### config.mk
export PLATFORM = sky130hd
export DESIGN_NAME = routed_irq_ctrl
export DESIGN_NICKNAME = d
export VERILOG_FILES = /design/src/rtl/icu_pkg.sv /design/src/rtl/icu_regs.sv /design/src/rtl/icu_route.sv /design/src/rtl/icu_lines.sv /design/src/rtl/routed_irq_ctrl.sv
export SDC_FILE = /design/constraint.sdc
export NUM_CORES = 1
export LEC_CHECK = 0
export ABC_AREA = 1
export BUFFER_PORTS_ARGS = -buffer_cell sky130_fd_sc_hd__buf_2
export CAP_MARGIN = 20
export CORE_ASPECT_RATIO = 0.8
export CORE_MARGIN = 3
export CORE_UTILIZATION = 55
export DETAILED_ROUTE_END_ITERATION = 8
export PLACE_DENSITY = 0.75
export SLEW_MARGIN = 10
export SYNTH_ARGS = -nofsm -noshare
export SYNTH_HDL_FRONTEND = slang
export SYNTH_SLANG_ARGS = --single-unit
### constraint.sdc
create_clock -name clk -period 2.8 [get_ports clk]
set_input_delay 0.28 -clock clk [delete_from_list [all_inputs] [get_ports clk]]
set_output_delay 0.28 -clock clk [all_outputs]
set_load 0.02 [all_outputs]
### src/rtl/icu_pkg.sv
package icu_pkg;

    localparam int NSRC      = 32;
    localparam int NLINE     = 5;
    localparam int CODE_W    = 4;
    localparam int PER_REG   = 8;
    localparam int NROUTE    = NSRC / PER_REG;
    localparam int LINE_BASE = 2;
    localparam int ADDR_W    = 3;

    typedef enum logic [ADDR_W-1:0] {
        REG_MASK   = 3'd0,
        REG_STAT   = 3'd1,
        REG_ROUTE0 = 3'd2,
        REG_ROUTE1 = 3'd3,
        REG_ROUTE2 = 3'd4,
        REG_ROUTE3 = 3'd5
    } reg_sel_e;

    function automatic logic [NSRC-1:0] route_default(input int k);
        case (k)
            0:       return 32'h3262_2225;
            1:       return 32'h5004_0000;
            default: return '0;
        endcase
    endfunction

endpackage

### src/rtl/icu_regs.sv
module icu_regs
    import icu_pkg::*;
(
    input  logic                              clk,
    input  logic                              rst_n,
    input  logic [NSRC-1:0]                   src_i,
    input  logic                              wr_en_i,
    input  logic [ADDR_W-1:0]                 addr_i,
    input  logic [NSRC-1:0]                   wr_data_i,
    output logic [NSRC-1:0]                   rd_data_o,
    output logic [NSRC-1:0]                   mask_o,
    output logic [NROUTE-1:0][NSRC-1:0]       route_o
);

    logic [NSRC-1:0]             mask_q;
    logic [NSRC-1:0]             stat_q;
    logic [NROUTE-1:0][NSRC-1:0] route_q;

    // Enable mask register
    always_ff @(posedge clk) begin
        if (!rst_n)
            mask_q <= '0;
        else if (wr_en_i && addr_i == REG_MASK)
            mask_q <= wr_data_i;
    end

    // Status register: samples the raw source levels at every edge
    always_ff @(posedge clk) begin
        if (!rst_n)
            stat_q <= '0;
        else
            stat_q <= src_i;
    end

    // Route registers, one per group of sources
    for (genvar k = 0; k < NROUTE; k++) begin : g_route
        localparam logic [ADDR_W-1:0] MY_ADDR = ADDR_W'(REG_ROUTE0 + k);

        always_ff @(posedge clk) begin
            if (!rst_n)
                route_q[k] <= route_default(k);
            else if (wr_en_i && addr_i == MY_ADDR)
                route_q[k] <= wr_data_i;
        end

        AST_ROUTE_LOAD: assert property (@(posedge clk) disable iff (!rst_n)
            (wr_en_i && addr_i == MY_ADDR) |=> route_q[k] == $past(wr_data_i));
    end

    // Combinational read mux
    always_comb begin
        rd_data_o = '0;
        unique case (addr_i)
            REG_MASK:   rd_data_o = mask_q;
            REG_STAT:   rd_data_o = stat_q;
            REG_ROUTE0: rd_data_o = route_q[0];
            REG_ROUTE1: rd_data_o = route_q[1];
            REG_ROUTE2: rd_data_o = route_q[2];
            REG_ROUTE3: rd_data_o = route_q[3];
            default:    rd_data_o = '0;
        endcase
    end

    assign mask_o  = mask_q;
    assign route_o = route_q;

    AST_MASK_LOAD: assert property (@(posedge clk) disable iff (!rst_n)
        (wr_en_i && addr_i == REG_MASK) |=> mask_q == $past(wr_data_i));

    AST_STAT_WRITE_IGNORED: assert property (@(posedge clk) disable iff (!rst_n)
        (wr_en_i && addr_i == REG_STAT) |=> ($stable(mask_q) && $stable(route_q)));

endmodule

### src/rtl/icu_route.sv
module icu_route
    import icu_pkg::*;
(
    input  logic [NROUTE-1:0][NSRC-1:0] route_i,
    output logic [NLINE-1:0][NSRC-1:0]  hit_o
);

    // Decode each source's code field into a one-of-lines routing vector
    for (genvar s = 0; s < NSRC; s++) begin : g_src
        localparam int REG_IDX = (NSRC - 1 - s) / PER_REG;
        localparam int NIB     = s % PER_REG;

        logic [CODE_W-1:0] code;
        assign code = route_i[REG_IDX][CODE_W*NIB +: CODE_W];

        for (genvar l = 0; l < NLINE; l++) begin : g_line
            assign hit_o[l][s] = (code == CODE_W'(l + LINE_BASE));
        end
    end

endmodule

### src/rtl/icu_lines.sv
module icu_lines
    import icu_pkg::*;
(
    input  logic                        clk,
    input  logic                        rst_n,
    input  logic [NSRC-1:0]             src_i,
    input  logic [NSRC-1:0]             mask_i,
    input  logic [NLINE-1:0][NSRC-1:0]  hit_i,
    output logic [NLINE-1:0]            line_o
);

    logic [NSRC-1:0]  live;
    logic [NLINE-1:0] line_d;
    logic [NLINE-1:0] line_q;

    assign live = src_i & mask_i;

    for (genvar l = 0; l < NLINE; l++) begin : g_or
        assign line_d[l] = |(live & hit_i[l]);
    end

    always_ff @(posedge clk) begin
        if (!rst_n)
            line_q <= '0;
        else
            line_q <= line_d;
    end

    assign line_o = line_q;

    AST_NO_SOURCE_QUIET: assert property (@(posedge clk) disable iff (!rst_n)
        ($past(src_i) == '0) |-> (line_q == '0));

    AST_MASKED_QUIET: assert property (@(posedge clk) disable iff (!rst_n)
        ($past(mask_i) == '0) |-> (line_q == '0));

endmodule

### src/rtl/routed_irq_ctrl.sv
module routed_irq_ctrl
    import icu_pkg::*;
(
    input  logic              clk,
    input  logic              rst_n,
    input  logic [31:0]       src_i,
    input  logic              wr_en_i,
    input  logic [2:0]        addr_i,
    input  logic [31:0]       wr_data_i,
    output logic [31:0]       rd_data_o,
    output logic [4:0]        cpu_line_o
);

    logic [NSRC-1:0]             mask;
    logic [NROUTE-1:0][NSRC-1:0] route;
    logic [NLINE-1:0][NSRC-1:0]  hit;

    icu_regs u_regs (
        .clk       (clk),
        .rst_n     (rst_n),
        .src_i     (src_i),
        .wr_en_i   (wr_en_i),
        .addr_i    (addr_i),
        .wr_data_i (wr_data_i),
        .rd_data_o (rd_data_o),
        .mask_o    (mask),
        .route_o   (route)
    );

    icu_route u_route (
        .route_i (route),
        .hit_o   (hit)
    );

    icu_lines u_lines (
        .clk    (clk),
        .rst_n  (rst_n),
        .src_i  (src_i),
        .mask_i (mask),
        .hit_i  (hit),
        .line_o (cpu_line_o)
    );

    AST_IDLE_AFTER_RESET: assert property (@(posedge clk)
        !rst_n |=> cpu_line_o == '0);

endmodule

## After elaboration in Yosys (flattened, before gate mapping)

Index checks and enable logic that the tools add are counted.

- Equality and inequality tests: 165
- Mux-type cells: 1
- Bitwise logic cells: 6
- Reductions and logical operators: 11

Operators with widths:

| cell | count |
|---|---|
| $eq 4x3->1 const B | 96 |
| $eq 4x2->1 const B | 64 |
| $and 32x32->32 | 6 |
| $pmux 32 s6 | 1 |
| $reduce_or 32->1 | 5 |
| $eq 3x2->1 const B | 2 |
| $eq 3x3->1 const B | 2 |
| $logic_and 1x1->1 | 5 |
| $eq 3x1->1 const B | 1 |
| $logic_not 3->1 | 1 |

- Register bits after elaboration: 197
- Input port bits: 70
- Output and inout port bits: 37
- Word-level logic and storage cells: 190

## Depth between registers and ports, before layout

Gate-level depths: netlist (run 1).

- Word-level depth: 3
- Gate-level depth with buffers: 9
- Gate-level depth less buffers: 9

## Modules after synthesis

Synthesis (run 1) repeated with hierarchy kept, for this count alone.

- Cell total of the unflattened synthesis: 2216
- Area, all modules: 12642.1 µm²

By module, submodules not included:

| module | instances | cells each | area each (µm²) | sequential area each (µm²) |
|---|---|---|---|---|
| icu_regs | 1 | 1411 | 9265.1 | 3843.7 |
| icu_route | 1 | 480 | 1881.8 | 0.0 |
| icu_lines | 1 | 325 | 1495.2 | 100.1 |

## Least setup slack after synthesis (run 1)

No wires, ideal clock.

- Kind: input -> output
- Start point: input port addr_i[1]
- End point: output port rd_data_o[0]
- Arrival: 1.242 ns
- Data required time: 2.520 ns
- Slack: 1.278 ns
- Stages on the path: 6
- Path buffers: 1
- Path through: nor2_1 > nand2_1 > inv_2 > clkbuf_1 > a21oi_1 > nand3_1

- Longest elaborated chain between the ends: 2
- Elaborated cells between the ends (all ways): 7
- Classes of those cells: eq/ne: 5; mux: 1; reduce/logical: 1

RTL lines:

| what | line | RTL |
|---|---|---|
| start: declaration | routed_irq_ctrl.sv:8 | `input logic [2:0] addr_i,` |
| $eq 3x3->1 (tied with other cells) | icu_regs.sv:53 | `unique case (addr_i)` |
| $pmux 32 s6 * | icu_regs.sv:53 |  |
| end: declaration | routed_irq_ctrl.sv:10 | `output logic [31:0] rd_data_o,` |

Mark *: on every way between the ends. The rest lies on a longest branch, timed or not.

## Worst setup path after layout (run 1)

- Start point: input port addr_i[2]
- End point: output port rd_data_o[13]

Same word-level chain as after synthesis.

==> reports/metrics.yaml, run 1 <==
via_per_inst: 5.78
fin_ws_ns: 0.658
crit_path_end_kind: "output pin"
gp_congestion: 0.976
path_cells: "buf_2, nor2_1, nand2_1, inv_2, a22oi_1, o211ai_1, buf_2"
avgSynthCellArea_sq_um: 6.38
gr-usage-all-layers_pct: 35.1
final_antenna_net_count: 0
cts_setup_buffers: 0
maxCapViolations: 0
finalSetupTns_ns: 0
core_area_sq_um: 17600
crit_top_cell: "buf_2"
synthMuxAreaShare_pct: 0
max_freq_mhz: 467
syn_to_final_growth_pct: 12.4
worstSkewPairLatency_ns: 0.45
grt_start_max_net_pins: 177
grt_pass1_vias: 9521
power_density_nw_per_um2: 539
cp-start-kind: "primary input"
synth_xor_area_share_pct: 0
cts-hold-fix-buffers: 0
synth-adder-area-share_pct: 0
critPathKind: "primary input to output pin"
antenna_found_initial: 0
nets: 1705
cts.root.buffer_cell: "clkbuf_16"
overflow: 0
yosysSeqAreaShare_pct: 39.4
cpMaxStageDelayCell: "inv_2"
dieArea_sq_um: 19900
hpwl_um: 26000
status: "complete, no violations"
leakagePower_uw: 0.00523
crit_required_ns: 2.52
numClockSinks: 197
wl_met3_um: 3550
yosys_warnings: 0
netlist_instances: 1568
hold_class: "primary input to flop"
first_pass_iters: 8
synth-edff-count: 0
min_period_ns: 2.14
ys_async_sr_fraction_pct: 0
finalCritPeriodShare_pct: 76.5
wl_per_cell_um: 18.9
cts_tree: "built"
cts_resized: 0
row_count: 43
die_x_um: 157
hold_viol: 0
vias: 10800
grt_pass1_wl_um: 53500
port_buffers: 106
arrival_ns: 1.86
drive_gt1_share_pct: 9.89
htreeDepth: 4
clock_path_buffers: 2
drtIter0Drc: 1451
io_pins: 107
wirelength_um: 35500
synth_area_sq_um: 10000
relSlewSlack_pct: 38.5
clkSlewWorstSetupHoldPaths_ns: 0.08
layout_commonest_cell: "nand2_1"
peakVddDrop_v: 0.000337
rsz0062_at_grt: "no"
cp_max_fo: 31
synth-main-ff-cell: "dfxtp_1"
dp_slack_ns: 0.736
synth-seq-cells: 197
top_layer: "met4"
finalSetupViolations: 0
maxSlewViolCount: 0
drcViolationCount: 0
dieHeight_um: 127
max_stage_delay_ns: 0.47
clock_skew_ns: 0.00926
wl_met2_um: 15400
final_cell_mix: "nand2_1 (359), nor2_1 (236), dfxtp_1 (197), inv_1 (193), a21oi_1 (170)"
synth_nets: 1638
synthSimpleGateAreaFrac_pct: 28.7
synth_compound_area_share_pct: 21.3
cts_made_buffers: 17
wl_met1_um: 15000
synth_top_family_by_area: "simple AND/OR/NAND/NOR gates"
ys_types: 24
start_util_pct: 56.9
tightest_slew_ns: 0.921
## cell type report
class	instances	area (sq um)
Antenna cell	1	2.50
Inverter	202	758
Tap cell	225	282
Clock inverter	14	130
Clock buffer	18	439
Multi-Input combinational cell	1098	5010
Fill cell	1655	6340
Sequential cell	197	3940
Timing Repair Buffer	119	681
## cells by family (layout without fill, tap and decap cells)
logic type / Yosys count / after routing
DFF: 197 / 197
other: 0 / 1
buffers and inverters: 273 / 353
and+or+nand+nor: 708 / 708
AOI/OAI and AO/OA: 390 / 390
## cells in the mapped netlist, types with 3 or more instances
cell,n,area share (%)
nand2_1,360,14
nor2_1,236,8.9
dfxtp_1,197,39
inv_1,193,7.2
a21oi_1,170,8.5
nand3_1,78,3.9
o21ai_1,69,3.5
o21ai_0,64,3.2
clkbuf_1,50,1.9
o22ai_1,32,2.0
a22oi_1,30,2.3
o211ai_1,23,1.7
nand3b_1,21,1.6
buf_2,15,0.75
nand4_1,11,0.69
inv_2,8,0.30
buf_1,3,0.11
## worst paths after layout
kind	from	endpoint	slack, ns	cells past startpoint
max	addr_i[2]	rd_data_o[13]	0.66	7
min	src_i[21]	u_regs.stat_q[21]$_SDFF_PN0_	0.02	3
max reg2reg	u_regs.mask_o[6]$_SDFFE_PN0P_	u_lines.line_o[0]$_SDFF_PN0_	1.29	8
min reg2reg	u_regs.mask_o[22]$_SDFFE_PN0P_	u_regs.mask_o[22]$_SDFFE_PN0P_	0.47	2
## stage by stage
stage          area, sq um  util [%]  hold WS, ns  total power (uW)  std cells
3_5_place_dp         10700      60.7        0.463              3680       1841
4_1_cts              11200      63.9       0.0196              6060       1873
5_1_grt              11200      63.9       0.0343              6270       1873
3_3_place_gp         10700      60.7        0.459              3670       1841
2_1_floorplan        10000         -        0.373              3410       1568
6_report             11300      63.9       0.0236              6070       1874
## sequential cells by signal, summed over array words and instances, names as in the netlist
name / flops
u_regs.mask_o: 32
u_lines.line_o: 5
u_regs.route_o: 128
u_regs.stat_q: 32
## routing by layer
metal | GRT usage (%) | up-vias
met5 | 0 | -
met4 | 15.2 | 0
met3 | 6.24 | 97
met2 | 53.6 | 590
met1 | 48.9 | 4914
li1 | - | 5228
## power by group
part	internal (uW)	switching, uW
logic	193	455
registers	2910	82.7
clock network	1210	1220
total	4310	1760
## worst max-delay path, delay by kind of cell
family / cells / cell delay (ns)
buffers and inverters: 3 / 0.84
AOI/OAI and AO/OA: 2 / 0.44
and+or+nand+nor: 2 / 0.28
Power figures use the tool's default switching activity.
==> run 2: changes to the inputs <==
==> constraint.sdc (replaced) <==
create_clock -name clk -period 2.1 [get_ports clk]
set_input_delay 0.21 -clock clk [delete_from_list [all_inputs] [get_ports clk]]
set_output_delay 0.21 -clock clk [all_outputs]
set_load 0.02 [all_outputs]
==> reports/metrics.yaml, run 2 (synthesized netlist as in run 1, its figures left out) <==
hold_viol: 0
overflow: 0
internal_power_uw: 5750
post-route-util_pct: 66.0
vias: 11000
tightest_slew_ns: 0.961
p_switching_uw: 2270
final_antenna_net_count: 0
worstSkewPairLatency_ns: 0.45
fillCellCount: 1642
dp_slack_ns: 0.276
port_buffers: 106
nets: 1741
min_period_ns: 1.83
cp_max_fo: 32
cts_tree: "built"
pwr-share-comb_pct: 11.5
wl_per_cell_um: 18.5
cts-hold-fix-buffers: 31
r2r_start: "u_regs.mask_o[11]$_SDFFE_PN0P_"
start_util_pct: 56.9
layout_commonest_cell: "nand2_1"
cp-start-kind: "primary input"
crit_path_end_kind: "output pin"
row_count: 43
status: "complete, no violations"
maxSlewViolCount: 0
finalSetupViolations: 0
grt_start_max_net_pins: 71
power_density_nw_per_um2: 690
relSlewSlack_pct: 36.0
dieArea_sq_um: 19900
crit_path_start: "addr_i[1]"
numClockSinks: 197
drcViolationCount: 0
peakVddDrop_v: 0.000425
crit_required_ns: 1.89
drtIter0Drc: 1444
arrival_ns: 1.62
maxCapViolations: 0
p_sw_share_pct: 28.4
cts.root.buffer_cell: "clkbuf_16"
fin_ws_ns: 0.268
gp_congestion: 0.963
cts_resized: 0
hold_slack_ns: 0.0345
syn_to_final_growth_pct: 16.1
drive_gt1_share_pct: 9.86
largest_reg_flops: 128
rsz0062_at_grt: "no"
finalCritPeriodShare_pct: 87.2
leakagePower_uw: 0.00537
htreeDepth: 4
dieHeight_um: 127
first_pass_iters: 6
via_per_inst: 5.74
clock_path_buffers: 2
gr-usage-all-layers_pct: 35.2
cts_made_buffers: 17
max_freq_mhz: 546
hold_class: "primary input to flop"
pwr-share-seq_pct: 49.6
grt_pass1_wl_um: 54100
antenna_cells: 0
core_area_sq_um: 17600
clkSlewWorstSetupHoldPaths_ns: 0.07
multi_input_area_sq_um: 5010
final_cell_mix: "nand2_1 (359), nor2_1 (236), dfxtp_1 (197), inv_1 (193), a21oi_1 (170)"
cts_setup_buffers: 0
hp-start: "src_i[1]"
clock_skew_ns: 0.0116
p_clk_share_pct: 38.8
finalSetupTns_ns: 0
wirelength_um: 35400
die_x_um: 157
io_pins: 107
critPathKind: "primary input to output pin"
grt_pass1_vias: 9832
antenna_found_initial: 1
hpwl_um: 25600
regArea_sq_um: 3940
## run 2: cell count changes in the layout (fill, tap and decap cells not counted)
cell and delta:
diode_2 -1, buf_4 +1, clkinvlp_4 +4, clkbuf_1 +2, buf_12 +4, inv_8 -5, dlygate4sd3_1 +31, inv_6 -1
## run 2: stage by stage
step                std cells  power, uW  instance area [sq um]
floorplan                1568       4540                  10000
global placement         1846       4900                  10800
detailed placement       1846       4910                  10800
CTS                      1909       7990                  11600
global route             1909       8270                  11600
finish                   1909       8020                  11600
## run 2: final cells by class
cell class	instances	share of cell area [%]
well taps	225	2.42
clock inverters	12	0.818
flip-flops and latches	197	33.9
clock buffers	20	3.84
multi-input cells	1098	43.2
inverters	202	6.53
repair buffers	155	9.28
## run 2: final timing paths
path | end | slack, ns | cells past startpoint
setup / recovery | rd_data_o[11] | 0.27 | 8
hold / removal | u_regs.stat_q[1]$_SDFF_PN0_ | 0.03 | 3
setup reg to reg | u_lines.line_o[0]$_SDFF_PN0_ | 0.64 | 8
hold reg to reg | u_regs.mask_o[24]$_SDFFE_PN0P_ | 0.47 | 2
## run 2: per-layer routing
layer	share of wire, %	routed length, um	vias up	track usage [%]
met1	42	15000	4939	48.6
met3	10	3660	109	7.13
met4	4.0	1410	2	14.8
li1	-	-	5292	-
met5	0.034	12	-	0
met2	43	15300	614	53.8
## run 2: critical path: stages
cell and delay [ns]:
buf_2 0.13, nor2_1 0.20, nand2_1 0.07, buf_4 0.27, o22ai_1 0.39, a21oi_1 0.09
nand3_1 0.08, buf_2 0.16
## run 2: power by group through the flow
stage | sequential (uW) | clock, uW | combinational [uW]
floorplan | 4040 | 0 | 502
detailed placement | 4060 | 0 | 850
global placement | 4060 | 0 | 841
global route | 4000 | 3260 | 1010
CTS | 3980 | 3110 | 898
finish | 3980 | 3120 | 923
==> run 3: changes to the inputs <==
--- a/config.mk
+++ b/config.mk
@@ -5,14 +5,14 @@
 export SDC_FILE = /design/constraint.sdc
 export NUM_CORES = 1
 export LEC_CHECK = 0
-export ABC_AREA = 1
 export BUFFER_PORTS_ARGS = -buffer_cell sky130_fd_sc_hd__buf_2
 export CAP_MARGIN = 20
 export CORE_ASPECT_RATIO = 0.8
 export CORE_MARGIN = 3
 export CORE_UTILIZATION = 55
 export DETAILED_ROUTE_END_ITERATION = 8
-export PLACE_DENSITY = 0.75
+export GPL_TIMING_DRIVEN = 1
+export PLACE_DENSITY = 0.76
 export SLEW_MARGIN = 10
 export SYNTH_ARGS = -nofsm -noshare
 export SYNTH_HDL_FRONTEND = slang
==> reports/metrics.yaml, run 3 <==
cp_max_fo: 4
cts_setup_buffers: 0
cts_tree: "built"
regArea_sq_um: 3940
antenna_cells: 0
maxCapViolations: 0
worstSkewPairLatency_ns: 0.44
max_freq_mhz: 504
layout_commonest_cell: "nand2_1"
synthTopCellsByArea: "dfxtp_1 (42%), nand2_1 (14%), a22oi_1 (7.9%)"
peakVddDrop_v: 0.000608
power_density_nw_per_um2: 711
max_stage_delay_ns: 0.56
finalSetupTns_ns: 0
synthSimpleGateAreaFrac_pct: 33.7
synth_area_sq_um: 9490
synth_xor_area_share_pct: 0
cp-start-kind: "flop"
wirelength_um: 42100
yosysMostFrequentCell: "nand2_1"
port_buffers: 106
grt_start_max_net_pins: 51
rsz0062_at_grt: "no"
via_per_inst: 6.80
yosysSeqAreaShare_pct: 41.6
overflow: 0
antenna_found_initial: 1
crit_path_end_kind: "flop"
die_x_um: 153
cts_resized: 0
dp.cells: 1555
final_antenna_net_count: 0
synth_compound_area_share_pct: 20.5
crit_buf_inv: 0
netlist_instances: 1242
synth-edff-count: 0
cts-hold-fix-buffers: 1
gr-usage-all-layers_pct: 43.4
leakagePower_uw: 0.00398
largest_reg_flops: 128
drive_gt1_share_pct: 15.2
first_pass_iters: 8
critPathKind: "flop to flop"
core_area_sq_um: 16700
finalCritPeriodShare_pct: 94.4
dpl_cell_area_sq_um: 10600
hold_viol: 0
status: "complete, no violations"
path_cells: "nand3b_1, nor3_1, or4_1, nor4_1, a41oi_1"
ys_async_sr_fraction_pct: 0
dieArea_sq_um: 18900
dieHeight_um: 123
htreeDepth: 4
multi_input_area_sq_um: 5170
cts_made_buffers: 17
arrival_ns: 2.28
tightest_slew_ns: 0.752
clkSlewWorstSetupHoldPaths_ns: 0.08
row_count: 42
synth-main-ff-cell: "dfxtp_1"
synth_top_family_by_area: "simple AND/OR/NAND/NOR gates"
nets: 1425
grt_pass1_wl_um: 61300
cp_top_family: "simple AND/OR/NAND/NOR gates"
avgSynthCellArea_sq_um: 7.64
hpwl_um: 30500
grt_pass1_vias: 9647
io_pins: 107
yosys_warnings: 0
crit_required_ns: 2.40
stdcell_area_sq_um: 11200
vias: 10800
synth_top_area_share_pct: 41.6
synth_nets: 1312
relSlewSlack_pct: 49.4
finalSetupViolations: 0
fin_total_pwr_uw: 7940
numClockSinks: 197
drcViolationCount: 0
cts.root.buffer_cell: "clkbuf_16"
clock_path_buffers: 2
synthMuxAreaShare_pct: 0
maxSlewViolCount: 0
drtIter0Drc: 2017
start_util_pct: 56.8
clock_skew_ns: 0.00994
hold_class: "primary input to flop"
min_period_ns: 1.98
cpMaxStageDelayCell: "or4_1"
fillCellCount: 1438
final_cell_mix: "nand2_1 (346), dfxtp_1 (197), a21oi_1 (148), buf_2 (106), a22oi_1 (100)"
gp_congestion: 1.08
synth-seq-cells: 197
yosys.area.top_type: "dfxtp_1"
synthTopCellsByCount: "nand2_1 (346), dfxtp_1 (197), a21oi_1 (148)"
synth-adder-area-share_pct: 0
ys_types: 51
fin_cells: 1588
wl_per_cell_um: 26.5
syn_to_final_growth_pct: 17.8
run 3: changes by cell type after synthesis, sizes merged, moves of 22 or more:
cell / previous run / this run
a21oi: 170 / 148
a22oi: 30 / 100
and2: 0 / 37
inv: 201 / 22
nand2b: 0 / 24
nand3: 78 / 42
nor2: 237 / 24
nor3: 1 / 54
o21ai: 133 / 0
run 3: kinds of logic after synthesis:
family / Yosys count
AO/OA/AOI/OAI: 306
buffers and inverters: 98
flip-flops: 197
AND/OR/NAND/NOR: 641
run 3: worst register-to-register path, delay by kind of cell, from the launching register on:
kind / cells / cell delay [ns]
AO/OA/AOI/OAI: 1 / 0.16
AND/OR/NAND/NOR: 4 / 1.20
flip-flops: 1 / 0.48
run 3: final timing paths:
check / from / endpoint / slack, ns / depth (start not counted)
hold reg to reg: u_regs.route_o[51]$_SDFFE_PN0P_ / u_regs.route_o[51]$_SDFFE_PN0P_ / 0.48 / 2
setup / recovery: u_regs.route_o[39]$_SDFFE_PN0P_ / u_lines.line_o[0]$_SDFF_PN0_ / 0.12 / 5
setup reg to reg: u_regs.route_o[39]$_SDFFE_PN0P_ / u_lines.line_o[0]$_SDFF_PN0_ / 0.12 / 5
hold / removal: src_i[4] / u_regs.stat_q[4]$_SDFF_PN0_ / 0.007 / 2
run 3: area by class of cell:
cell class                 instances  share of cell area (%)
multi-input combinational        947                    46.3
inverter                          22                   0.762
sequential                       197                    35.3
clock buffer                      18                    3.84
tap                              220                    2.46
clock inverter                    14                    1.29
timing repair buffer             170                    10.1
run 3: per-layer routing:
layer  GRT usage [%]  wire length [um]
met1            61.2             16600
met2            64.5             17300
met3            13.7              6890
met4            12.0              1340
met5               0                17
run 3: power by group:
| group | leakage [uW] | switching, uW | total, uW | internal, uW |
|---|---|---|---|---|
| Clock | 0.000278 | 1650 | 3230 | 1580 |
| Sequential | 0.00160 | 116 | 3950 | 3840 |
| Combinational | 0.00210 | 506 | 760 | 254 |
| Total | 0.00398 | 2280 | 7940 | 5670 |
run 3: per-stage QoR:
step	util, %	hold slack, ns	worst slack, ns
after floorplan	-	0.332	0.522
after global placement	63.4	0.447	0.170
after detailed placement	63.4	0.456	0.210
after CTS	66.9	0.000959	0.193
after global routing	66.9	0.0116	0.0716
final	66.9	0.00651	0.117
